`src/rtl/hz_pkg.sv`:
```
package hz_pkg;
  localparam int OPC_W = 5;
  localparam int REG_W = 5;

  localparam logic [OPC_W-1:0] OP_ALU    = 5'b00000;
  localparam logic [OPC_W-1:0] OP_JMP    = 5'b00001;
  localparam logic [OPC_W-1:0] OP_BNE    = 5'b00010;
  localparam logic [OPC_W-1:0] OP_ADDI   = 5'b00101;
  localparam logic [OPC_W-1:0] OP_BLT    = 5'b00110;
  localparam logic [OPC_W-1:0] OP_STORE  = 5'b00111;
  localparam logic [OPC_W-1:0] OP_LOAD   = 5'b01000;
  localparam logic [OPC_W-1:0] OP_TMRSET = 5'b10111;
  localparam logic [OPC_W-1:0] OP_TMRBR  = 5'b11000;

  localparam logic [1:0] SEL_REG = 2'd0;
  localparam logic [1:0] SEL_MEM = 2'd1;
  localparam logic [1:0] SEL_WB  = 2'd2;

  typedef struct packed {
    logic [REG_W-1:0] dst;
    logic [REG_W-1:0] src_a;
    logic [REG_W-1:0] src_b;
    logic             use_a;
    logic             use_b;
    logic             wr;
    logic             ld;
    logic             st;
  } hz_desc_t;

  localparam hz_desc_t DESC_NOP = '0;
endpackage

```
`src/rtl/hz_decode.sv`:
```
module hz_decode
  import hz_pkg::*;
(
  input  logic [OPC_W-1:0] opcode,
  input  logic [REG_W-1:0] rd,
  input  logic [REG_W-1:0] rs,
  input  logic [REG_W-1:0] rt,
  output hz_desc_t         desc
);
  always_comb begin
    desc = DESC_NOP;
    case (opcode)
      OP_ALU: begin
        desc.dst   = rd;
        desc.src_a = rs;
        desc.src_b = rt;
        desc.use_a = 1'b1;
        desc.use_b = 1'b1;
        desc.wr    = 1'b1;
      end
      OP_ADDI: begin
        desc.dst   = rd;
        desc.src_a = rs;
        desc.use_a = 1'b1;
        desc.wr    = 1'b1;
      end
      OP_LOAD: begin
        desc.dst   = rd;
        desc.src_a = rs;
        desc.use_a = 1'b1;
        desc.wr    = 1'b1;
        desc.ld    = 1'b1;
      end
      OP_STORE: begin
        desc.src_a = rs;
        desc.src_b = rd;
        desc.use_a = 1'b1;
        desc.use_b = 1'b1;
        desc.st    = 1'b1;
      end
      OP_BNE, OP_BLT: begin
        desc.src_a = rs;
        desc.src_b = rd;
        desc.use_a = 1'b1;
        desc.use_b = 1'b1;
      end
      default: desc = DESC_NOP;
    endcase
  end
endmodule

```
`src/rtl/hz_track.sv`:
```
module hz_track
  import hz_pkg::*;
(
  input  logic     clk,
  input  logic     rst_n,
  input  logic     adv_en,
  input  logic     stall,
  input  hz_desc_t dec,
  output hz_desc_t dx,
  output hz_desc_t xm,
  output hz_desc_t mw
);
  hz_desc_t dx_nxt, xm_nxt, mw_nxt;

  always_comb begin
    dx_nxt = dx;
    xm_nxt = xm;
    mw_nxt = mw;
    if (adv_en) begin
      dx_nxt = stall ? DESC_NOP : dec;
      xm_nxt = dx;
      mw_nxt = xm;
    end
  end

  always_ff @(posedge clk or negedge rst_n) begin
    if (!rst_n) begin
      dx <= DESC_NOP;
      xm <= DESC_NOP;
      mw <= DESC_NOP;
    end else begin
      dx <= dx_nxt;
      xm <= xm_nxt;
      mw <= mw_nxt;
    end
  end

  assert_dst_only_writers_R12: assert property (@(posedge clk) disable iff (!rst_n)
    (!mw.wr) |-> (mw.dst == '0));
endmodule

```
`src/rtl/hz_fwd_sel.sv`:
```
module hz_fwd_sel
  import hz_pkg::*;
#(
  parameter int NUM_OPS = 2
)(
  input  logic                          clk,
  input  logic                          rst_n,
  input  hz_desc_t                      xm,
  input  hz_desc_t                      mw,
  input  logic [NUM_OPS-1:0]            use_op,
  input  logic [NUM_OPS-1:0][REG_W-1:0] src_op,
  output logic [NUM_OPS-1:0][1:0]       sel_op
);
  logic mem_ok;
  logic wb_ok;

  always_comb begin
    mem_ok = xm.wr && !xm.ld && (xm.dst != '0);
    wb_ok  = mw.wr && (mw.dst != '0);
  end

  for (genvar i = 0; i < NUM_OPS; i++) begin : g_op
    logic hit_mem, hit_wb;
    always_comb begin
      hit_mem = use_op[i] && mem_ok && (xm.dst == src_op[i]);
      hit_wb  = use_op[i] && wb_ok  && (mw.dst == src_op[i]);
      if (hit_mem)     sel_op[i] = SEL_MEM;
      else if (hit_wb) sel_op[i] = SEL_WB;
      else             sel_op[i] = SEL_REG;
    end

    assert_zero_never_fwd_R6: assert property (@(posedge clk) disable iff (!rst_n)
      (sel_op[i] != SEL_REG) |-> (src_op[i] != '0));
    assert_no_load_mem_fwd_R7: assert property (@(posedge clk) disable iff (!rst_n)
      (sel_op[i] == SEL_MEM) |-> !xm.ld);
    assert_sel_encoding_R2: assert property (@(posedge clk) disable iff (!rst_n)
      sel_op[i] != 2'd3);
  end
endmodule

```
`src/rtl/hz_load_stall.sv`:
```
module hz_load_stall
  import hz_pkg::*;
(
  input  logic             clk,
  input  logic             rst_n,
  input  logic [OPC_W-1:0] opcode,
  input  hz_desc_t         dec,
  input  hz_desc_t         dx,
  output logic             stall
);
  logic hit_a, hit_b, ld_live;

  always_comb begin
    ld_live = dx.ld && dx.wr && (dx.dst != '0);
    hit_a   = dec.use_a && (dec.src_a == dx.dst);
    hit_b   = dec.use_b && !dec.st && (dec.src_b == dx.dst);
    stall   = ld_live && (hit_a || hit_b);
  end

  assert_jump_no_stall_R11: assert property (@(posedge clk) disable iff (!rst_n)
    ((opcode == OP_JMP) || (opcode == OP_TMRSET) || (opcode == OP_TMRBR)) |-> !stall);
  assert_store_data_no_stall_R7: assert property (@(posedge clk) disable iff (!rst_n)
    (dec.st && !(dec.use_a && dec.src_a == dx.dst)) |-> !stall);
endmodule

```
`src/rtl/bypass_stall_unit.sv`:
```
module bypass_stall_unit
  import hz_pkg::*;
(
  input  logic             clk,
  input  logic             rst_n,
  input  logic [OPC_W-1:0] fd_opcode,
  input  logic [REG_W-1:0] fd_rd,
  input  logic [REG_W-1:0] fd_rs,
  input  logic [REG_W-1:0] fd_rt,
  output logic             stall,
  output logic [1:0]       opa_sel,
  output logic [1:0]       opb_sel,
  output logic             st_sel
);
  localparam int NUM_OPS = 2;

  logic rst_q1, rst_q2;
  hz_desc_t dec, dx, xm, mw;
  logic [NUM_OPS-1:0]            use_op;
  logic [NUM_OPS-1:0][REG_W-1:0] src_op;
  logic [NUM_OPS-1:0][1:0]       sel_op;

  always_ff @(posedge clk or negedge rst_n) begin
    if (!rst_n) begin
      rst_q1 <= 1'b0;
      rst_q2 <= 1'b0;
    end else begin
      rst_q1 <= 1'b1;
      rst_q2 <= rst_q1;
    end
  end

  hz_decode u_dec (
    .opcode (fd_opcode),
    .rd     (fd_rd),
    .rs     (fd_rs),
    .rt     (fd_rt),
    .desc   (dec)
  );

  hz_load_stall u_stall (
    .clk    (clk),
    .rst_n  (rst_q2),
    .opcode (fd_opcode),
    .dec    (dec),
    .dx     (dx),
    .stall  (stall)
  );

  hz_track u_track (
    .clk    (clk),
    .rst_n  (rst_q2),
    .adv_en (1'b1),
    .stall  (stall),
    .dec    (dec),
    .dx     (dx),
    .xm     (xm),
    .mw     (mw)
  );

  always_comb begin
    use_op[0] = dx.use_a;
    src_op[0] = dx.src_a;
    use_op[1] = dx.use_b;
    src_op[1] = dx.src_b;
  end

  hz_fwd_sel #(.NUM_OPS(NUM_OPS)) u_fwd (
    .clk    (clk),
    .rst_n  (rst_q2),
    .xm     (xm),
    .mw     (mw),
    .use_op (use_op),
    .src_op (src_op),
    .sel_op (sel_op)
  );

  always_comb begin
    opa_sel = sel_op[0];
    opb_sel = sel_op[1];
    st_sel  = xm.st && (xm.src_b != '0) && mw.wr && (mw.dst == xm.src_b);
  end

  assert_store_fwd_origin_R8: assert property (@(posedge clk) disable iff (!rst_q2)
    st_sel |-> $past(dx.st));
  assert_single_stall_R9: assert property (@(posedge clk) disable iff (!rst_q2)
    stall |=> !stall);
  assert_bubble_no_fwd_R10: assert property (@(posedge clk) disable iff (!rst_q2)
    stall |=> (opa_sel == SEL_REG) && (opb_sel == SEL_REG));
  assert_reset_quiet_R1: assert property (@(posedge clk)
    !rst_q2 |-> (!stall && !st_sel));
endmodule

```
`config.mk`:
```
export PLATFORM = sky130hd
export DESIGN_NAME = bypass_stall_unit
export DESIGN_NICKNAME = d
export VERILOG_FILES = /design/src/rtl/hz_pkg.sv /design/src/rtl/hz_decode.sv /design/src/rtl/hz_track.sv /design/src/rtl/hz_fwd_sel.sv /design/src/rtl/hz_load_stall.sv /design/src/rtl/bypass_stall_unit.sv
export SDC_FILE = /design/constraint.sdc
export NUM_CORES = 1
export LEC_CHECK = 0
export ABC_AREA = 1
export BUFFER_PORTS_ARGS = -buffer_cell sky130_fd_sc_hd__buf_2
export CORE_MARGIN = 2
export CORE_UTILIZATION = 40
export DETAILED_ROUTE_END_ITERATION = 8
export PLACE_DENSITY = 0.58
export SYNTH_ARGS = -nofsm -noshare
export SYNTH_HDL_FRONTEND = slang
export SYNTH_SLANG_ARGS = --single-unit
```
`constraint.sdc`:
```
create_clock -name clk -period 3.6 [get_ports clk]
set_input_delay 0.72 -clock clk [delete_from_list [all_inputs] [get_ports clk]]
set_output_delay 0.72 -clock clk [all_outputs]
set_load 0.01 [all_outputs]
```
==> results of run 1 <==
[cell type report]
class	instances	share of cell area [%]
inverter	31	4.849
clock buffer	5	2.868
timing repair buffer	28	5.944
tap	70	3.650
multi-input combinational	146	38.48
clock inverter	2	1.460
sequential	41	42.75
[cell families (layout without fill, tap and decap cells)]
group                     count (synthesis)  in the layout
AOI/OAI and AO/OA                        41             41
xor gates and xnor gates                 14             14
buffers and inverters                    39             66
DFF                                      41             41
other                                     1              1
and+or+nand+nor                          90             90
[cells in the mapped netlist, types with 4 or more instances]
cell type  count
nor2_1         6
xor2_1         6
nor3_1         7
nand3_1       12
o22ai_1        4
buf_6          4
o211ai_1       4
nor2_4         4
nand2_1       35
dfrtp_1       41
nand4_1       10
nand2_2        5
inv_1         29
a21oi_2       20
xnor2_1        8
[flip-flops by register name, indices dropped and copies added (netlist names)]
name,flops
u_track.xm,13
rst_q1,1
u_track.dx,20
rst_q2,1
u_track.mw,6
[where the power goes]
group	total [mW]	leakage, nW	internal, mW	switching [mW]
combinational	0.100	0.517	0.0396	0.0604
sequential	0.490	0.558	0.476	0.0147
clock	0.342	0.0540	0.201	0.141
total	0.932	1.13	0.717	0.216
[how the worst max path moves through the flow]
stage,from,endpoint,slack (ps),cells past startpoint
CTS,fd_opcode[3],stall,830,11
global placement,fd_opcode[3],stall,850,11
floorplan,fd_opcode[1],stall,1180,10
global route,fd_opcode[3],stall,630,11
detailed placement,fd_opcode[3],stall,830,11
finish,fd_opcode[3],stall,840,11
[worst max-delay path, cell delays in order]
cell,delay (ps)
buf_2,120
nor2_4,260
nand3_1,160
nand2_1,120
nand2_1,50
inv_1,50
nand2_1,50
nor2_2,110
nand3_2,90
a21oi_1,150
buf_2,150
[metal layers]
metal | routed length [µm] | vias to the layer above
met5 | 0 | -
met4 | 23 | 0
met3 | 175 | 2
met2 | 1902 | 33
met1 | 2027 | 728
li1 | - | 803
[per-stage QoR]
step                      util [%]  power [mW]  std cells  setup WS (ps)  hold WS, ps
after floorplan                  -      0.5711        226           1182        331.2
after global placement       44.67      0.6008        316          849.6        307.5
after detailed placement     44.67      0.6006        316          834.6        300.0
after CTS                    46.69      0.9470        323          832.6        193.3
after global routing         46.69      0.9838        323          627.1        191.0
final                        46.69      0.9325        323          842.7        206.3
==> summary.md, run 1 <==
| Metric | Value |
|---|---|
| Largest family of logic cells by synthesized area | `simple AND/OR/NAND/NOR gates` |
| Net count after synthesis | `~250` |
| H-Tree Depth | `2` |
| # setup viols final | `0` |
| Clk_lat worst skew | `roughly 280 ps` |
| TNS Setup | `0 ps` |
| Worst Path Max Fanout | `13` |
| Largest net degree at the start of global routing | `40` |
| Main synth FF type | `dfrtp_1` |
| Die Ht | `just under 80 µm` |
| Post-synthesis simple-gate area fraction | `approximately 22%` |
| RR Endpoint | `u_track.dx[7]` |
| Post-Syn Instances | `226` |
| Leading area contributor after synthesis | `dfrtp_1` |
| Fin crit share | `76.59%` |
| Clk sink count | `41` |
| Leakage power | `1.129 nW` |
| Layer carrying the most global-route usage | `met2` |
| Hold Path Class | `in2async` |
| GR Util met3 | `under 10%` |
| # rows | `26` |
| Residual DRC count | `0` |
| Critical path class | `in2out` |
| Yosys warns | `0` |
| Yosys reg bits | `just over 40` |
| CTS tree | `yes` |
| Reg clk slew, reported paths | `about 70 ps` |
| Most frequent cells in the layout | `41 x dfrtp_1, 35 x nand2_1, 29 x inv_1, 27 x buf_2, 20 x a21oi_2` |
| WL/cell | `12.78 µm` |
| Worst EP required | `2880 ps` |
| Area of the multi-input gates | `roughly 900 µm²` |
| PwrDens | `just under 400 nW/µm²` |
| Post-CTS Setup Inserts | `0` |
| Layout net count | `275` |
| M1 GR Usage | `21.35%` |
| Clk_skew | `between 3 and 4 ps` |
| DP Wirelength | `3211 µm` |
| Number of synthesized flops with an enable pin | `0` |
| Sequential-to-total area share from yosys stat | `between 40% and 50%` |
| FFs w/ async S/R, synth | `100.0%` |
| Drt via density | `around 4.8` |
| Inserted Clock Buffers | `5` |
| Tmin final | `2757 ps` |
| Vias in the first global route | `approximately 1500` |
| Slew headroom | `30.87%` |
| Slew @ Worst Pin | `between 1000 and 1500 ps` |
| Met2 usage | `around a quarter` |
| Die span in x | `roughly 77 µm` |
| Post-CTS Hold Buffers | `0` |
| Initial antenna violation count | `0` |
| Core area | `about 5000 µm²` |
| Dpl cell area | `about 2300 µm²` |
| Post_cts resized | `0` |
| I/O Buffers | `27` |
| Syn Area/Cell | `between 9 and 10 µm²` |
| Compound-gate portion of the synthesized area | `around 15%` |
| Via count | `roughly 1600` |
| Clock root cell | `clkbuf_8` |
| Main area contributors after synthesis | `dfrtp_1 48%, a21oi_2 8.2%, nand2_1 6.2%` |
| Area growth syn-to-layout | `12.49%` |
| Final GP Congestion | `between 0.8 and 0.9` |
| Tot GR Track Use | `15.62%` |
| Max VDD drop | `around 0.00020 V` |
| Clock Tree Buf Depth | `2` |
| Max_cap viols | `0` |
| Fill count | `530` |
| Post-route cell area | `roughly 2400 µm²` |
| Synth cell types | `33` |
| Share of cells above drive strength 1 | `between 20 and 30%` |
| Reg area | `just over 1000 µm²` |
| First-pass GRT wire length | `around 7300 µm` |
| F_max | `around 0.36 GHz` |
| Critical path arrival | `between 2000 and 2500 ps` |
| Path depth of the worst reg2reg path | `5` |
| GRT overflow | `0` |
| RSZ-0062 raised after global routing | `no` |
| Post-synthesis mux area share | `0%` |
| Status | `completed` |
| Post-Syn Area | `approximately 2100 µm²` |
| R2R Path Start | `u_track.dx[19]` |
| Routed Antenna Nets | `0` |
| Hold Vio Cnt, Final | `0` |
| Synth top area share | `between 40% and 50%` |
| Routed Wire Length | `~4100 µm` |
| Synthesized-area fraction occupied by adder cells | `0%` |
| DIE AREA | `about 5900 µm²` |
| Critical path launch point type | `input port` |
| Fin. max-slew vios | `0` |
| Initial Utilization | `slightly above 40%` |
| R2R setup slack | `around 1800 ps` |
| I/O pin cnt | `28` |
| Initial DRT Pass Iterations | `4` |
| Crit. End Element | `output pin` |
| Leading cell type in the layout, fill and taps excluded | `dfrtp_1` |
| Diode count | `0` |
| XOR/XNOR Fraction of Synth Area | `under 10%` |
| Initial DRC Count | `136` |
Note: power is estimated with default switching activity, not from simulation.
==> run 2: changes to the inputs <==
- PLACE_DENSITY: 0.58 -> 0.6
- clock period: 3.6 -> 2.2 ns (I/O delays scaled with it)
==> run 2 against run 1 <==
  * Combinational power up 77%
  * Core utilization up 1.5 points
  * Worst hold slack better by 81 ps
  * Final cell count up 2.2%
  * Critical path type unchanged
  * Largest cell class unchanged
==> summary.md, run 2 (synthesis results as in run 1) <==
| Metric | Value |
|---|---|
| GRT overflow | `0 (unchanged)` |
| Most frequent cells in the layout | `41 x dfrtp_1, 35 x nand2_1, 29 x inv_1, 27 x buf_2, 21 x a21oi_2` |
| Status | `completed` |
| DP Wirelength | `3341 µm (+4.1%)` |
| Tmin final | `roughly 2100 ps` |
| I/O pin cnt | `28 (unchanged)` |
| Number of flip-flops in the largest register | `20 (unchanged)` |
| Area of the multi-input gates | `933.4 µm² (+1.1%)` |
| Worst Path Max Fanout | `5 (-8)` |
| Diode count | `0 (unchanged)` |
| Clk sink count | `41 (unchanged)` |
| Hold Vio Cnt, Final | `0 (unchanged)` |
| Register with the most flip-flops | `u_track.dx` |
| CP startpoint | `fd_opcode[4]` |
| Critical path launch point type | `input port` |
| Reg clk slew, reported paths | `70 ps (about the same)` |
| H-Tree Depth | `2 (unchanged)` |
| WHS | `287.0 ps (+80.64 ps)` |
| Clock root cell | `clkbuf_8` |
| Die span in x | `77.03 µm (unchanged)` |
| I/O Buffers | `27 (unchanged)` |
| First-pass GRT wire length | `7417 µm (+1.8%)` |
| Clock Tree Buf Depth | `2 (unchanged)` |
| Vias in the first global route | `1621 (+4.9%)` |
| DIE AREA | `5934 µm² (unchanged)` |
| Largest net degree at the start of global routing | `40 (unchanged)` |
| RR Endpoint | `u_track.dx[3]` |
| Initial DRC Count | `48 (-65%)` |
| Path depth of the worst reg2reg path | `6 (+1)` |
| Die Ht | `77.03 µm (unchanged)` |
| Clk_skew | `11.05 ps (+8.041 ps)` |
| Fin. max-slew vios | `0 (unchanged)` |
| CTS tree | `yes` |
| PwrDens | `625.2 nW/µm² (+61%)` |
| Final GP Congestion | `0.8101 (-8.6%)` |
| Reg area | `1026 µm² (unchanged)` |
| Hold Path Class | `reg2async` |
| Initial Utilization | `41.50% (unchanged)` |
| Core area | `5140 µm² (unchanged)` |
| Critical path class | `in2out` |
| Critical path arrival | `1660 ps (-380 ps)` |
| Fin crit share | `a little over nine tenths` |
| Util after Layout | `48.20% (+1.5 points)` |
| # setup viols final | `0 (unchanged)` |
| Layout net count | `282 (+2.5%)` |
| Max VDD drop | `0.0002913 V (+49%)` |
| Via count | `1612 (+2.9%)` |
| F_max | `~0.48 GHz` |
| Max_cap viols | `0 (unchanged)` |
| Initial antenna violation count | `0 (unchanged)` |
| Clk_lat worst skew | `290 ps (about the same)` |
| Area growth syn-to-layout | `16.13%` |
| Biggest regs | `u_track.dx: 20 flops, u_track.xm: 13 flops, u_track.mw: 6 flops` |
| Inserted Clock Buffers | `5 (unchanged)` |
| Leading cell type in the layout, fill and taps excluded | `dfrtp_1` |
| Routed Wire Length | `4298 µm (+4.1%)` |
| Leakage power | `1.167 nW (+3.4%)` |
| WL/cell | `13.02 µm (+1.9%)` |
| Initial DRT Pass Iterations | `4 (unchanged)` |
| R2R Path Start | `u_track.dx[17]` |
| End point of the critical path | `stall` |
| Share of cells above drive strength 1 | `31.15% (+2.3 points)` |
| Drt via density | `4.885 (+0.75%)` |
| Tot GR Track Use | `15.72% (+0.10 points)` |
| R2R setup slack | `630 ps (-1200 ps)` |
| Residual DRC count | `0 (unchanged)` |
| Crit. End Element | `output pin` |
| # rows | `26 (unchanged)` |
| Routed Antenna Nets | `0 (unchanged)` |
| Fill count | `521 (-1.7%)` |
| Worst EP required | `1760 ps (-1120 ps)` |
run 2: how the worst min path moves through the flow:
| stage | endpoint | slack [ps] | depth (start not counted) |
|---|---|---|---|
| detailed placement | rst_q2 | 230 | 1 |
| finish | u_track.xm[0] | 290 | 1 |
| floorplan | rst_q1 | 140 | 0 |
| global route | u_track.xm[18] | 360 | 1 |
| global placement | rst_q2 | 230 | 1 |
| CTS | u_track.mw[2] | 310 | 1 |
run 2: worst max-delay path, stage by stage:
cell	delay [ps]
buf_2	120
nor2_4	140
buf_4	140
nand3_1	80
nand2_1	100
nand2_1	50
inv_1	50
nand2_1	50
nor2_2	110
nand3_2	110
a21oi_2	130
buf_2	140
run 2: report_power, final:
part / switching, mW / total [mW] / internal [mW]
registers: 0.0248 / 0.803 / 0.778
logic: 0.103 / 0.177 / 0.0742
clock network: 0.239 / 0.569 / 0.329
run 2: area by class of cell:
cell class | instances | area share [%]
timing repair buffer | 35 | 8.485
clock inverter | 2 | 1.414
multi-input combinational | 146 | 37.68
clock buffer | 5 | 2.778
tap | 70 | 3.535
inverter | 31 | 4.697
sequential | 41 | 41.41
run 2: repair_timing:
action | CTS | global route
endpoints found under the hold margin | 2 | 0
hold buffers | 1 | 0
resized for setup | 0 | 2
setup buffers | 0 | 2
endpoints found under the setup margin | 0 | 2
run 2: routing by layer:
layer / vias to the layer above / wire (µm) / GRT usage, %
li1: 820 / - / -
met1: 756 / 2000 / 20.52
met2: 30 / 2085 / 26.23
met3: 6 / 150 / 3.412
met4: 0 / 61 / 4.821
met5: - / 0 / 0
run 2: per-stage QoR:
step	worst slack (ps)	setup TNS [ps]	cells	cell area (µm²)	total power [mW]
global route	-15.58	-15.58	330	2477	1.633
CTS	64.03	0	328	2452	1.559
global placement	64.21	0	320	2338	0.9889
finish	95.19	0	330	2477	1.549
detailed placement	71.09	0	320	2338	0.9906
floorplan	341.8	0	226	2133	0.9346
